### src/rtl/rtm_pkg.sv
package rtm_pkg;
  typedef enum logic {ST_IDLE = 1'b0, ST_SCAN = 1'b1} scan_state_t;
endpackage

### src/rtl/rtm_ring.sv
// Rotating copy of the reference pattern: load stores it pre-rotated by one,
// step rotates it one more position (position k takes old position k+1).
module rtm_ring #(
  parameter int WIDTH = 16
) (
  input  logic             clk,
  input  logic             rst,
  input  logic             load,
  input  logic             step,
  input  logic [WIDTH-1:0] in_val,
  input  logic [WIDTH-1:0] in_care,
  output logic [WIDTH-1:0] rot_val,
  output logic [WIDTH-1:0] rot_care
);
  always_ff @(posedge clk) begin
    if (rst) begin
      rot_val  <= '0;
      rot_care <= '0;
    end else if (load) begin
      rot_val  <= {in_val[0], in_val[WIDTH-1:1]};
      rot_care <= {in_care[0], in_care[WIDTH-1:1]};
    end else if (step) begin
      rot_val  <= {rot_val[0], rot_val[WIDTH-1:1]};
      rot_care <= {rot_care[0], rot_care[WIDTH-1:1]};
    end
  end

  // rotation preserves the number of ones in the value and mask
  a_r1_rotate_keeps_weight: assert property (@(posedge clk) disable iff (rst)
    step && !load |=> ($countones(rot_val) == $countones($past(rot_val)))
                   && ($countones(rot_care) == $countones($past(rot_care))));
endmodule

### src/rtl/rtm_cmp.sv
// Per-position ternary comparison of one rotation against the candidate.
module rtm_cmp #(
  parameter int WIDTH = 16
) (
  input  logic [WIDTH-1:0] a_val,
  input  logic [WIDTH-1:0] a_care,
  input  logic [WIDTH-1:0] b_val,
  input  logic [WIDTH-1:0] b_care,
  output logic             direct_ok,
  output logic             compl_ok
);
  logic [WIDTH-1:0] clash;
  logic [WIDTH-1:0] same;

  for (genvar k = 0; k < WIDTH; k++) begin : g_pos
    logic both;
    assign both     = a_care[k] & b_care[k];
    assign clash[k] = both & (a_val[k] ^ b_val[k]);
    assign same[k]  = both & ~(a_val[k] ^ b_val[k]);
  end

  assign direct_ok = ~|clash;
  assign compl_ok  = ~|same;
endmodule

### src/rtl/rtm_ctrl.sv
// Search sequencer and result registers.
module rtm_ctrl
  import rtm_pkg::*;
#(
  parameter int WIDTH = 16,
  localparam int CW = $clog2(WIDTH)
) (
  input  logic          clk,
  input  logic          rst,
  input  logic          start,
  input  logic          direct_ok,
  input  logic          compl_ok,
  output logic          load,
  output logic          step,
  output logic          done,
  output logic          found,
  output logic [CW-1:0] shift_amt,
  output logic          inverted
);
  localparam logic [CW-1:0] LAST = CW'(WIDTH - 1);

  scan_state_t   state;
  logic [CW-1:0] trial;
  logic          hit;
  logic          busy;

  assign busy = (state == ST_SCAN);
  assign hit  = direct_ok | compl_ok;
  assign load = start & ~busy;
  assign step = busy & ~hit & (trial != LAST);

  always_ff @(posedge clk) begin
    if (rst) begin
      state     <= ST_IDLE;
      trial     <= '0;
      done      <= 1'b0;
      found     <= 1'b0;
      shift_amt <= '0;
      inverted  <= 1'b0;
    end else if (load) begin
      state     <= ST_SCAN;
      trial     <= CW'(1);
      done      <= 1'b0;
      found     <= 1'b0;
      shift_amt <= '0;
      inverted  <= 1'b0;
    end else if (busy) begin
      if (hit) begin
        state     <= ST_IDLE;
        done      <= 1'b1;
        found     <= 1'b1;
        shift_amt <= trial;
        inverted  <= ~direct_ok;
      end else if (trial == LAST) begin
        state <= ST_IDLE;
        done  <= 1'b1;
      end else begin
        trial <= trial + CW'(1);
      end
    end
  end

  a_r7_done_not_busy: assert property (@(posedge clk) disable iff (rst)
    !(done && busy));
  a_r2_shift_nonzero: assert property (@(posedge clk) disable iff (rst)
    found |-> (shift_amt != '0) && done);
  a_r5_inverted_needs_found: assert property (@(posedge clk) disable iff (rst)
    inverted |-> found);
  a_r9_start_clears: assert property (@(posedge clk) disable iff (rst)
    start && !busy |=> busy && !done && !found);
  a_r9_result_held: assert property (@(posedge clk) disable iff (rst)
    done && !start |=> done && $stable(found) && $stable(shift_amt) && $stable(inverted));
  a_r8_busy_start_ignored: assert property (@(posedge clk) disable iff (rst)
    busy && start && !hit && (trial != LAST) |=> busy && (trial == $past(trial) + CW'(1)));
endmodule

### src/rtl/rot_ternary_match.sv
module rot_ternary_match #(
  parameter int WIDTH = 16,
  localparam int CW = $clog2(WIDTH)
) (
  input  logic             clk,
  input  logic             rst,
  input  logic             start,
  input  logic [WIDTH-1:0] ref_val,
  input  logic [WIDTH-1:0] ref_care,
  input  logic [WIDTH-1:0] cand_val,
  input  logic [WIDTH-1:0] cand_care,
  output logic             done,
  output logic             found,
  output logic [CW-1:0]    shift_amt,
  output logic             inverted
);
  logic             load, step, direct_ok, compl_ok;
  logic [WIDTH-1:0] rot_val, rot_care, cv_q, cc_q;

  always_ff @(posedge clk) begin
    if (rst) begin
      cv_q <= '0;
      cc_q <= '0;
    end else if (load) begin
      cv_q <= cand_val;
      cc_q <= cand_care;
    end
  end

  rtm_ring #(.WIDTH(WIDTH)) u_ring (
    .clk(clk), .rst(rst), .load(load), .step(step),
    .in_val(ref_val), .in_care(ref_care),
    .rot_val(rot_val), .rot_care(rot_care));

  rtm_cmp #(.WIDTH(WIDTH)) u_cmp (
    .a_val(rot_val), .a_care(rot_care), .b_val(cv_q), .b_care(cc_q),
    .direct_ok(direct_ok), .compl_ok(compl_ok));

  rtm_ctrl #(.WIDTH(WIDTH)) u_ctrl (
    .clk(clk), .rst(rst), .start(start),
    .direct_ok(direct_ok), .compl_ok(compl_ok),
    .load(load), .step(step), .done(done), .found(found),
    .shift_amt(shift_amt), .inverted(inverted));
endmodule

### config.mk
export PLATFORM = sky130hd
export DESIGN_NAME = rot_ternary_match
export DESIGN_NICKNAME = d
export VERILOG_FILES = /design/src/rtl/rtm_pkg.sv /design/src/rtl/rtm_ring.sv /design/src/rtl/rtm_cmp.sv /design/src/rtl/rtm_ctrl.sv /design/src/rtl/rot_ternary_match.sv
export SDC_FILE = /design/constraint.sdc
export NUM_CORES = 1
export LEC_CHECK = 0
export ABC_CLOCK_PERIOD_IN_PS = 4100
export CAP_MARGIN = 40
export CORE_AREA = 2 2 82 84
export DETAILED_ROUTE_END_ITERATION = 6
export DIE_AREA = 0 0 84 86
export PLACE_DENSITY_LB_ADDON = 0.2
export SETUP_SLACK_MARGIN = 0.05
export SLEW_MARGIN = 5
export SYNTH_ARGS = -nofsm -noshare
export SYNTH_HDL_FRONTEND = slang
export SYNTH_SLANG_ARGS = --single-unit
### constraint.sdc
create_clock -name clk -period 4.1 [get_ports clk]
set_clock_uncertainty 0.15 [all_clocks]
set_input_delay 0.82 -clock clk [delete_from_list [all_inputs] [get_ports clk]]
set_output_delay 0.82 -clock clk [all_outputs]
set_load 0.03 [all_outputs]
Yosys cells after proc, flatten, opt, wreduce, memory -nomap -nowiden --
Cells that the tools add are included.
Cells by class: $add $sub $neg 1, equality and inequality tests 4, multiplexer cells 14, bitwise operators 87, reduce and logical (&&, ||, !) cells 12
Operators by type and width (number):
- $mux 16 | 4
- $and 1x1->1 | 51
- $reduce_or 16->1 | 2
- $not 1->1 | 19
- $xor 1x1->1 | 16
- $mux 1 | 10
- $reduce_and 3->1 | 2
- $reduce_bool 2->1 | 3
- $add 4x1->4 const B | 1
- $eq 4x4->1 const B | 1
- $ne 2x2->1 const B | 2
- $ne 4x4->1 const B | 1
- $reduce_and 2->1 | 2
- $logic_not 1->1 | 2
- $reduce_or 2->1 | 1
- $or 1x1->1 | 1
Storage, ports and cells: register bits after elaboration 76

Logic depth before layout (Yosys ltp) --
Gate-level depths: netlist (run 1).
depth in word-level cells 11, mapped depth 9

Cells and area by module --
Synthesis (run 1) repeated with hierarchy kept, for this count alone.
Second synthesis, totals: cells, all modules 367, area, all modules 3542.1 um^2
By module, submodules not included:
- rtm_ring | instances 1, cells each 142, area an instance 1510.2 um^2, sequential area each 640.6 um^2
- rot_ternary_match | instances 1, cells each 103, area an instance 1163.6 um^2, sequential area each 640.6 um^2
- rtm_ctrl | instances 1, cells each 56, area an instance 476.7 um^2, sequential area each 240.2 um^2
- rtm_cmp | instances 1, cells each 66, area an instance 391.6 um^2, sequential area each 0.0 um^2

Least setup slack after synthesis (run 1) --
Ideal clock, no wire load.
kind input -> register, start input start, end register cc_q[15], setup time 0.070 ns, data arrival time 1.833 ns, data required time 3.880 ns, path slack 2.047 ns, cell stages on the path 5, cells stage by stage nor2b_1 > clkbuf_1 > clkbuf_1 > nand2_1 > a21oi_1
On the way: longest elaborated chain between the ends 1
Ends and longest elaborated chain:
- from (decl) | RTL line rot_ternary_match.sv:7 | input logic start,
- $and 1x1->1 | RTL line rtm_ctrl.sv:29 | assign load = start & ~busy;
- to (signal assigned) | RTL line rot_ternary_match.sv:26 | cc_q <= cand_care;
- to (decl) | RTL line rot_ternary_match.sv:18 | logic [WIDTH-1:0] rot_val, rot_care, cv_q, cc_q;
Every way passes these cells. A chain may end at the register's enable or synchronous reset.

Final worst setup path (run 1) --
start register u_ring.rot_val[13], end register u_ring.rot_val[6]
On the way: longest elaborated chain between the ends 10, elaborated cells between the ends (all ways) 13, those cells by class bitwise: 8; reduce/logical: 5
Ends and longest elaborated chain:
- from (decl) | RTL line rtm_ring.sv:12 | output logic [WIDTH-1:0] rot_val,
- from (signal assigned) | RTL line rtm_ring.sv:20 | rot_val <= {in_val[0], in_val[WIDTH-1:1]};
- from (signal assigned) | RTL line rtm_ring.sv:23 | rot_val <= {rot_val[0], rot_val[WIDTH-1:1]};
- $xor 1x1->1 (*) | RTL line rtm_cmp.sv:18, rtm_cmp.sv:19
- $not 1->1 | RTL line rtm_cmp.sv:19 | assign same[k] = both & ~(a_val[k] ^ b_val[k]);
- $and 1x1->1 | RTL line rtm_cmp.sv:19
- $reduce_or 16->1 | RTL line rtm_cmp.sv:23 | assign compl_ok = ~|same;
- $logic_not 1->1 | RTL line rtm_cmp.sv:23
- $or 1x1->1 (*) | RTL line rtm_ctrl.sv:28 | assign hit = direct_ok | compl_ok;
- $not 1->1 (no line) (*)
- $and 1x1->1 (*) (2 in a row) | RTL line rtm_ctrl.sv:30 | assign step = busy & ~hit & (trial != LAST);
- $reduce_bool 2->1 (no line) (*)
Every way passes the cells marked *; elsewhere a longest branch is shown, timed or not.

==> results of run 1 <==
stage by stage:
step | setup slack, ns | cell area (µm²)
after detailed placement | 1.27 | 4060
final | 1.36 | 4230
after global routing | 1.24 | 4230
after global placement | 1.25 | 4050
after floorplan | 2.05 | 3290
after CTS | 1.43 | 4230
worst reg2reg max path: cells and delay by family, from the launching register on:
family	cells	cell delay, ns
flip-flops	1	0.34
AND/OR/NAND/NOR	3	0.97
buffers and inverters	1	0.29
XOR/XNOR	1	0.35
AO/OA/AOI/OAI	3	0.49
power groups by stage:
stage	clock (W)	combinational, W	sequential (W)
global route	0.000539	0.000246	0.000822
detailed placement	0	0.000222	0.000834
global placement	0	0.000219	0.000832
CTS	0.000508	0.000223	0.000817
floorplan	0	0.000119	0.000825
finish	0.000505	0.000224	0.000818
cells in the mapped netlist, drive strengths merged:
library cell	instances	area, µm²
nor2	14	52.6
a31oi	2	12.5
nor4	2	25.0
a22oi	29	258
a21oi	62	310
and4	2	17.5
dfxtp	76	1520
a32oi	8	70.1
o22ai	8	50.1
nand3	2	10.0
and3	1	6.26
a211oi	4	35.0
mux2i	9	90.1
clkbuf	15	56.3
a311oi	1	8.76
or3	1	6.26
ha	1	12.5
nand4	2	12.5
xnor2	16	140
nand2b	2	12.5
buf	11	75.1
and2	9	56.3
xor2	1	8.76
nor3	1	5.00
a21boi	1	11.3
nor2b	1	6.26
nand2	112	420
metal layers:
metal	global-route usage, %	wire length [µm]	vias up
met5	0	0	-
met4	12.2	220	0
met3	4.72	563	24
met2	39.1	3990	129
met1	30.5	3680	1429
li1	-	-	1497
final timing paths:
check / startpoint / cells past startpoint / to
setup / recovery: u_ring.rot_val[13]$_SDFFE_PP0P_ / 8 / u_ring.rot_val[6]$_SDFFE_PP0P_
hold / removal: u_ctrl.found$_SDFFE_PP0P_ / 2 / u_ctrl.found$_SDFFE_PP0P_
setup reg to reg: u_ring.rot_val[13]$_SDFFE_PP0P_ / 8 / u_ring.rot_val[6]$_SDFFE_PP0P_
hold reg to reg: u_ctrl.found$_SDFFE_PP0P_ / 2 / u_ctrl.found$_SDFFE_PP0P_
flip-flops by register name, summed over array words and instances (netlist names):
register and count:
cc_q 16, cv_q 16, u_ctrl.busy 1, u_ctrl.done 1
u_ctrl.found 1, u_ctrl.inverted 1, u_ctrl.shift_amt 4, u_ctrl.trial 4
u_ring.rot_care 16, u_ring.rot_val 16
cells by family (layout without fill, tap and decap cells):
| logic type | Yosys count | after routing | share of synthesized area (%) |
|---|---|---|---|
| flops | 76 | 76 | 46.2 |
| compound gates | 115 | 115 | 23.0 |
| xor+xnor | 17 | 17 | 4.52 |
| fa+ha+maj | 1 | 1 | 0.380 |
| mux | 9 | 9 | 2.74 |
| buf+inv | 26 | 94 | 3.99 |
| simple gates | 149 | 149 | 19.2 |
final cells by class:
cell class / count / area (µm²)
fill: 550 / 2050
multi-input combinational: 291 / 1650
sequential: 76 / 1520
timing repair buffer: 79 / 791
clock buffer: 13 / 159
tap: 77 / 96.3
clock inverter: 2 / 10.0
==> results.ini, run 1 <==
[outcome]
status=completed

[placed_design]
hpwl_um=6000
place_inst=523
gp_congestion=0.931
port_buffers=73

[die]
dieArea_mm2=0.00722
coreArea_mm2=0.00628
initial_utilization_pct=52.4
dieWidth_um=84
die_y_um=86
std_cell_rows=29
ios=74

[clock_tree]
cts_buffers=9
cts_setup_buffers=0
hold_buffers=0
cts_tree=yes
worstSkewPairLatency_ns=0.35
cts_sinks=76
clock-root-buffer=clkbuf_8
ctsHtreeMaxLevel=3
cts_resized=0
clkTransAtPathRegs_ns=0.07
clock_path_buffers=2

[global_route]
grt_max_degree=42
grt_pass1_vias=2894
grt_pass1_wl_um=13600
overflow=0
grt_usage_pct=24.0
antenna_found_initial=0

[setup_path]
path_max_fanout=12
arrival_ns=2.79
cpMaxStageDelayCell=and3_1
cp_num_buf_inv=1
cp_slowest_stage_delay_ns=0.40
path_cells=xnor2_1 > o22ai_1 > nor4_2 > nand2_1 > and3_1 > buf_4 > a22oi_1 > a21oi_1
endpoint_kind=flip-flop
crit_type=flip-flop to flip-flop
reg2reg_slack_ns=1.36
required_ns=4.15
cp_top_family=simple AND/OR/NAND/NOR gates
cp-start-kind=flip-flop

[final_layout]
nets=525
postLayoutCoreUtil_pct=67.4
diodes=0
drive_gt1_share_pct=7.38
final_cells=538
layout_commonest_cell=nand2_1
final_cell_mix=nand2_1 (112), dfxtp_1 (76), clkdlybuf4s50_1 (72), a21oi_1 (62), a22oi_1 (21)
area_delta_synth_final_pct=28.5

[power]
internal-power_w=0.00114
p_clk_share_pct=32.6
pwr-share-comb_pct=14.5
p_total_w=0.00155
ir_drop_uv=242
power_density_mw_per_mm2=366
swShare_pct=26.2
power.switching_w=0.000406
p_seq_share_pct=52.9
leakagePower_nw=1.46

[yosys]
syn_area_mm2=0.00329
ys_types=31
yosysWarnings=0
ys_seq_area_share_pct=46.2
synth_fp_nets=461
syn_area_per_cell_um2=8.37
ys_ff_latch=76
syn_inst=393

[drt]
drt-total-wl_um=8450
drtIter0Drc=197
vias_per_cell=5.72
drt_pre_antenna_iters=5
drc_errors=0
ant_nets=0
num_vias=3079
routedWlPerCell_um=15.7

[sta]
period_needed_ns=2.74
drv_slew=0
finalCritPeriodShare_pct=66.7
setup-violations-final=0
setup_tns_ns=0
rsz0062_at_grt=no
finalHoldViolCount=0
tightest_slew_ns=0.782
timing.hold.ws_ns=0.320
fmax_mhz=365
slew_headroom_pct=47.9

[worst_hold_path]
min_path_type=flip-flop to flip-flop

[run]
maxCapViolCount=0

Power figures use the tool's default switching activity.
==> run 2, diff against run 1 <==
--- a/config.mk
+++ b/config.mk
@@ -5,11 +5,11 @@
 export SDC_FILE = /design/constraint.sdc
 export NUM_CORES = 1
 export LEC_CHECK = 0
-export ABC_CLOCK_PERIOD_IN_PS = 4100
+export ABC_CLOCK_PERIOD_IN_PS = 2400
 export CAP_MARGIN = 40
-export CORE_AREA = 2 2 82 84
+export CORE_AREA = 2 2 89 91
 export DETAILED_ROUTE_END_ITERATION = 6
-export DIE_AREA = 0 0 84 86
+export DIE_AREA = 0 0 91 93
 export PLACE_DENSITY_LB_ADDON = 0.2
 export SETUP_SLACK_MARGIN = 0.05
 export SLEW_MARGIN = 5
==> constraint.sdc (replaced) <==
create_clock -name clk -period 2.4 [get_ports clk]
set_clock_uncertainty 0.15 [all_clocks]
set_input_delay 0.48 -clock clk [delete_from_list [all_inputs] [get_ports clk]]
set_output_delay 0.48 -clock clk [all_outputs]
set_load 0.03 [all_outputs]
==> results.ini, run 2 (synthesis gave the netlist of run 1 again) <==
[placed_design]
place_inst=551
pre_cts_slack_ns=0.0762
port_buffers=73
gp_congestion=0.829
placed_area_mm2=0.00414
hpwl_um=6390

[setup_path]
crit_type=flip-flop to flip-flop
cp-start-kind=flip-flop
endpoint_kind=flip-flop
cp-startpoint=u_ring.rot_val[2]$_SDFFE_PP0P_
path_max_fanout=36
arrival_ns=2.31
reg2reg_from=u_ring.rot_val[2]$_SDFFE_PP0P_
reg2reg_to=u_ring.rot_care[9]$_SDFFE_PP0P_
r2r_cells=8
reg2reg_slack_ns=0.17
required_ns=2.48
crit_end=u_ring.rot_care[9]$_SDFFE_PP0P_

[sta]
rsz0062_at_grt=no
period_needed_ns=2.23
fmax_mhz=448
finalCritPeriodShare_pct=93.0
slew_headroom_pct=75.5
setup-violations-final=0
finalHoldViolCount=0
drv_slew=0
setup_tns_ns=0
tightest_slew_ns=0.367
worst_slack_ns=0.168

[global_route]
grt_pass1_vias=2929
grt_usage_pct=21.4
grt_pass1_wl_um=14200
antenna_found_initial=0
grt_max_degree=39
overflow=0

[drt]
drt_pre_antenna_iters=4
drc_errors=0
num_vias=2979
drt-total-wl_um=8930
ant_nets=0
routedWlPerCell_um=15.8
drtIter0Drc=146
vias_per_cell=5.26

[die]
ios=74
coreArea_mm2=0.00753
initial_utilization_pct=43.7
dieArea_mm2=0.00846
die_y_um=93
dieWidth_um=91
std_cell_rows=32

[run]
maxCapViolCount=0

[final_layout]
drive_gt1_share_pct=10.3
diodes=0
final_cell_mix=nand2_1 (112), dfxtp_1 (75), clkdlybuf4s50_1 (72), a21oi_1 (62), a22oi_1 (21)
layout_commonest_cell=nand2_1
area_delta_synth_final_pct=35.2
fin_area_mm2=0.00445
final_cells=566
nets=528

[power]
p_clk_share_pct=39.5
internal-power_w=0.00226
leakagePower_nw=1.54
p_total_w=0.00299
p_seq_share_pct=46.9
pwr-share-comb_pct=13.6
power.switching_w=0.000731
power_density_mw_per_mm2=671
swShare_pct=24.5
ir_drop_uv=387

[clock_tree]
worstSkewPairLatency_ns=0.35
clkTransAtPathRegs_ns=0.08
cts_buffers=9
cts_tree=yes
clock_path_buffers=2
cts_sinks=76
clock-root-buffer=clkbuf_8
ctsHtreeMaxLevel=3

[outcome]
status=completed

[worst_hold_path]
min_path_type=flip-flop to flip-flop

[run 2: area by class of cell]
class,instances,area (µm²)
clock buffers,10,138
fillers,708,3080
multi-input cells,291,1720
clock inverters,5,100
well taps,102,128
repair buffers,82,843
flip-flops and latches,76,1520
[run 2: metal layers]
layer / track usage [%] / up-vias / routed length, µm
met3: 3.95 / 14 / 394
met1: 27.5 / 1378 / 4170
met4: 10.2 / 0 / 148
li1: - / 1500 / -
met5: 0 / - / 0
met2: 34.9 / 87 / 4210
[run 2: power by group through the flow]
| stage | logic, W | clock network, W | registers, W |
|---|---|---|---|
| floorplan | 0.000204 | 0 | 0.00141 |
| global placement | 0.000393 | 0 | 0.00142 |
| detailed placement | 0.000396 | 0 | 0.00143 |
| CTS | 0.000399 | 0.00119 | 0.00140 |
| global route | 0.000444 | 0.00125 | 0.00141 |
| finish | 0.000407 | 0.00118 | 0.00140 |
[run 2: worst min path at each step]
stage                                         from                       end  slack [ns]  depth (start not counted)
after CTS                     cv_q[2]$_SDFFE_PP0P_      cv_q[2]$_SDFFE_PP0P_        0.32                          2
after detailed placement  u_ctrl.done$_SDFFE_PP0P_  u_ctrl.done$_SDFFE_PP0P_        0.30                          2
after global routing                           rst    u_ctrl.busy$_SDFF_PP0_        0.34                          2
after floorplan              cc_q[11]$_SDFFE_PP0P_     cc_q[11]$_SDFFE_PP0P_        0.29                          2
final                        cc_q[11]$_SDFFE_PP0P_     cc_q[11]$_SDFFE_PP0P_        0.32                          2
after global placement    u_ctrl.done$_SDFFE_PP0P_  u_ctrl.done$_SDFFE_PP0P_        0.30                          2
[run 2: repair_timing]
action | CTS | global route
buffers inserted | 0 | 0
resized for setup | 0 | 10
hold buffers | 0 | 0
endpoints found under the setup margin | 0 | 27
[run 2: through the flow]
stage | hold WS, ns | util (%)
after CTS | 0.322 | 58.2
after floorplan | 0.295 | -
final | 0.321 | 59.1
after global routing | 0.337 | 59.1
after detailed placement | 0.305 | 55.1
after global placement | 0.300 | 55.1
[run 2: critical path: stages (launching register included)]
cell and delay (ns):
dfxtp_1 0.35, xnor2_1 0.26, a32oi_1 0.13, and4_1 0.22, nand2_1 0.20, and3_1 0.25, buf_12 0.23, mux2i_1 0.21
a211oi_1 0.08
==> run 3, diff against run 2 <==
--- a/config.mk
+++ b/config.mk
@@ -16,3 +16,4 @@
 export SYNTH_ARGS = -nofsm -noshare
 export SYNTH_HDL_FRONTEND = slang
 export SYNTH_SLANG_ARGS = --single-unit
+export TNS_END_PERCENT = 20
==> results of run 3 <==
Same layout as run 2: the final DEF is identical, and so are final timing and power.
